`config.mk`:
```
export PLATFORM = sky130hd
export DESIGN_NAME = spi_io_timing_adj
export DESIGN_NICKNAME = d
export VERILOG_FILES = /design/src/rtl/spi_io_timing_adj.sv
export SDC_FILE = /design/constraint.sdc
export NUM_CORES = 1
export LEC_CHECK = 0
export CAP_MARGIN = 20
export CORE_MARGIN = 2
export CORE_UTILIZATION = 32
export DETAILED_ROUTE_END_ITERATION = 8
export PLACE_DENSITY = 0.74
export SLEW_MARGIN = 30
export SYNTH_ARGS = -nofsm -noshare
export SYNTH_HDL_FRONTEND = slang
export SYNTH_SLANG_ARGS = --single-unit
```
`constraint.sdc`:
```
create_clock -name clk -period 1.3 [get_ports clk]
set_clock_uncertainty 0.15 [all_clocks]
set_input_delay 0.195 -clock clk [delete_from_list [all_inputs] [get_ports clk]]
set_output_delay 0.195 -clock clk [all_outputs]
set_load 0.03 [all_outputs]
```
`src/rtl/spi_io_timing_adj.sv`:
```
module spi_io_timing_adj #(
  parameter int CFG_W   = 32,
  parameter int OUT_LSB = 16,
  parameter int IN_LSB  = 18,
  parameter int CAP_LSB = 20,
  parameter int CODE_W  = 2
) (
  input  logic             clk,
  input  logic             rst_n,
  input  logic [CFG_W-1:0] cfg_word,
  input  logic             smp_stb,
  input  logic             miso_raw,
  input  logic             mosi_int,
  output logic             mosi_pad,
  output logic             miso_cap,
  output logic             cap_vld
);
  localparam int MAX_DLY  = (1 << CODE_W) - 1;
  localparam int BASE     = 2;
  localparam int NOM_CODE = 2;
  localparam int STB_TAPS = BASE + MAX_DLY;
  localparam int DAT_TAPS = BASE + NOM_CODE;
  localparam int SEL_W    = $clog2(STB_TAPS + 1);

  logic [CODE_W-1:0]   odly_q, idly_q, cap_q;
  logic [MAX_DLY-1:0]  mosi_sr, miso_sr;
  logic [STB_TAPS-1:0] stb_sr;
  logic [DAT_TAPS-1:0] dat_sr;

  logic [MAX_DLY:0]  mosi_taps, miso_taps;
  logic [STB_TAPS:0] stb_taps;
  logic [DAT_TAPS:0] dat_taps;
  logic              miso_dly;
  logic              pending;

  assign mosi_taps = {mosi_sr, mosi_int};
  assign miso_taps = {miso_sr, miso_raw};
  assign mosi_pad  = mosi_taps[odly_q];
  assign miso_dly  = miso_taps[idly_q];
  assign stb_taps  = {stb_sr, smp_stb};
  assign dat_taps  = {dat_sr, miso_dly};
  assign cap_vld   = stb_taps[SEL_W'(BASE) + SEL_W'(cap_q)];
  assign miso_cap  = dat_sr[DAT_TAPS-1];
  assign pending   = smp_stb | (|stb_sr);

  always_ff @(posedge clk or negedge rst_n) begin
    if (!rst_n) begin
      mosi_sr <= '0;
      miso_sr <= '0;
      stb_sr  <= '0;
      dat_sr  <= '0;
    end else begin
      mosi_sr <= mosi_taps[MAX_DLY-1:0];
      miso_sr <= miso_taps[MAX_DLY-1:0];
      stb_sr  <= stb_taps[STB_TAPS-1:0];
      dat_sr  <= dat_taps[DAT_TAPS-1:0];
    end
  end

  always_ff @(posedge clk or negedge rst_n) begin
    if (!rst_n) begin
      odly_q <= '0;
      idly_q <= '0;
      cap_q  <= '0;
    end else if (!pending) begin
      odly_q <= cfg_word[OUT_LSB +: CODE_W];
      idly_q <= cfg_word[IN_LSB  +: CODE_W];
      cap_q  <= cfg_word[CAP_LSB +: CODE_W];
    end
  end
endmodule

```
==> results by group <==
Critical path
  • Worst reg2reg path depth: 4
  • Critical path class: flip-flop to output pin
  • FF-to-FF setup slack: -210 ps
  • Capture point of the worst reg-to-reg path: idly_q[1]
  • CP endpoint kind: output pin
  • CP Max Fanout: 2
  • CP required: 950 ps
  • Worst reg2reg startpoint: stb_sr[4]
  • Critical Path AT: 1350 ps
  • CP Launch Type: flip-flop

CTS
  • CTS sink cnt: 21
  • Clock Pin Slew Worst Setup and Hold Paths: 100 ps
  • CTS root buf: clkbuf_4
  • Post-CTS Setup Repair Bufs: 0
  • Num CTS Buffers: 3
  • Worst-skew pair later-pin latency: 300 ps
  • H-tree Lvls: 1
  • Hold buffers post-CTS: 0
  • CTS tree: done
  • Clk buf depth: 2

STA
  • Worst hold slack: 78.7 ps
  • Slew headroom: 83.0%
  • Slew Viols, Final: 0
  • Final WS setup: -398 ps
  • Final setup violating endpoints: 8
  • Max Fclk: 0.589 GHz
  • RSZ-0062 raised after global routing: yes
  • Worst-margin pin slew: 254 ps
  • Fin Setup TNS: -1930 ps
  • Fin. Hold Viols: 0
  • Period utilization: 131%
  • Period minus WS final: 1700 ps

Cells and area
  • Area Overhead vs Synth: 35.0%
  • Nets: 93
  • Fin area: 927 um2
  • Fraction of layout cells with a size suffix above 1: 40.0%
  • Final design utilization: 46.3%
  • Diode count: 0
  • Commonest non-fill, non-tap cell in the layout: dfrtp_1
  • Layout fillers: 178
  • Most frequent cells in the layout: dfrtp_1, clkdlybuf4s50_1, mux2_2, buf_4
  • Final Non-Filler Cells: 82

Global route
  • GRT overflow: 0
  • GR Util All Layers: 10.4%
  • Via count of the first global-routing pass: 416
  • Initial antenna violation count: 0
  • First-pass GRT wire length: 1860 um
  • Largest net degree at the start of global routing: 22

Yosys
  • Syn Nets: 70
  • Syn Area/Cell: 20.8 um2
  • Seq/Total Area, Yosys: 76.5%
  • Post-synth top area cell: dfrtp_1
  • Flops & latches, synth: 21
  • Syn. warnings: 0
  • Syn Inst Count: 33
  • Top post-synthesis cells by area: dfrtp_1, mux2_2, mux4_2
  • Mapped cell area: 687 um2
  • Post-synthesis cell type count: 7
  • Top-area cell type share of the netlist area: 76.5%

Power
  • Max VDD drop: 708 uV
  • Lkg Pwr: 0.403 nW
  • Overall Power: 1.33 mW
  • Power Dens Cells: 1440 nW/um2

Run
  • Max_cap viols: 0

Place
  • Post-Place Cells: 78
  • Port buffer count: 13
  • GP Congestion: 0.711
  • Cell Area, Placed: 882 um2
  • Setup WS pre-CTS: -709 ps
  • DP Wirelength: 743 um

Routing
  • Iteration-0 DRC Markers: 1
  • Drt wl/cell: 12.2 um
  • DRC: 0
  • Via count: 364
  • DR vias/cell: 4.44
  • Routed WL: 1000 um
  • Post-DRT Antenna Nets: 0
  • Initial DRT Pass Iterations: 2

Die
  • Height of the die: 50.3 um
  • Die ar.: 2530 um2
  • Initial core utilization: 34.3%
  • Row Count: 16
  • Die Wd: 50.3 um
  • Core area: 2000 um2
  • I/O pin count: 40

Worst hold path
  • Hold crit path type: input port to async pin

Outcome
  • Failing checks: setup timing
  • Run status: finished with violations
-- critical path: stages (launching register included) --
cell and delay [ps]:
dfrtp_1 380, mux4_2 510, buf_6 150
-- routing by layer --
| layer | GRT usage [%] | routed length, um | up-vias |
|---|---|---|---|
| li1 | - | - | 161 |
| met1 | 13.1 | 439 | 190 |
| met2 | 14.0 | 477 | 11 |
| met3 | 5.65 | 74 | 2 |
| met4 | 5.86 | 12 | 0 |
| met5 | 0 | 0 | - |
-- final cells by class --
type | instances | area, um2 | share of cell area [%]
repair buffers | 18 | 171 | 18.5
clock buffers | 4 | 26.3 | 2.83
multi-input cells | 12 | 170 | 18.4
well taps | 27 | 33.8 | 3.64
flip-flops and latches | 21 | 526 | 56.7
-- cell families after synthesis --
kind of cell	after synthesis	synth area share (%)
multiplexers	9	20.2
AND/OR/NAND/NOR	3	3.28
flip-flops	21	76.5
-- report_power, final --
part / switching [mW] / internal [mW]
combinational: 0.0974 / 0.149
sequential: 0.0448 / 0.741
clock: 0.180 / 0.120
-- cell usage after synthesis --
master	instances
mux4_2	2
nor4_2	1
nand2_2	1
mux4_1	1
dfrtp_1	21
nor2_1	1
mux2_2	6
-- registers in the layout, indices dropped and copies added, names as in the netlist --
| signal | cells |
|---|---|
| dat_sr | 4 |
| idly_q | 2 |
| miso_sr | 3 |
| cap_q | 2 |
| stb_sr | 5 |
| odly_q | 2 |
| mosi_sr | 3 |
-- timing repair --
item                                    in CTS  in global routing
resized for setup                           17                  0
cloned                                       0                  0
pin swaps                                    1                  0
hold endpoints to repair                     0                  0
endpoints found under the setup margin       8                  8
-- worst max-delay path by stage --
stage	start	to	slack, ps
after detailed placement	mosi_int	mosi_pad	-710
after floorplan	stb_sr[4]	cap_q[0]	-4
after global placement	mosi_int	mosi_pad	-700
after CTS	cap_q[0]	cap_vld	-430
final	cap_q[0]	cap_vld	-400
after global routing	cap_q[0]	cap_vld	-470
Power figures use the tool's default switching activity.
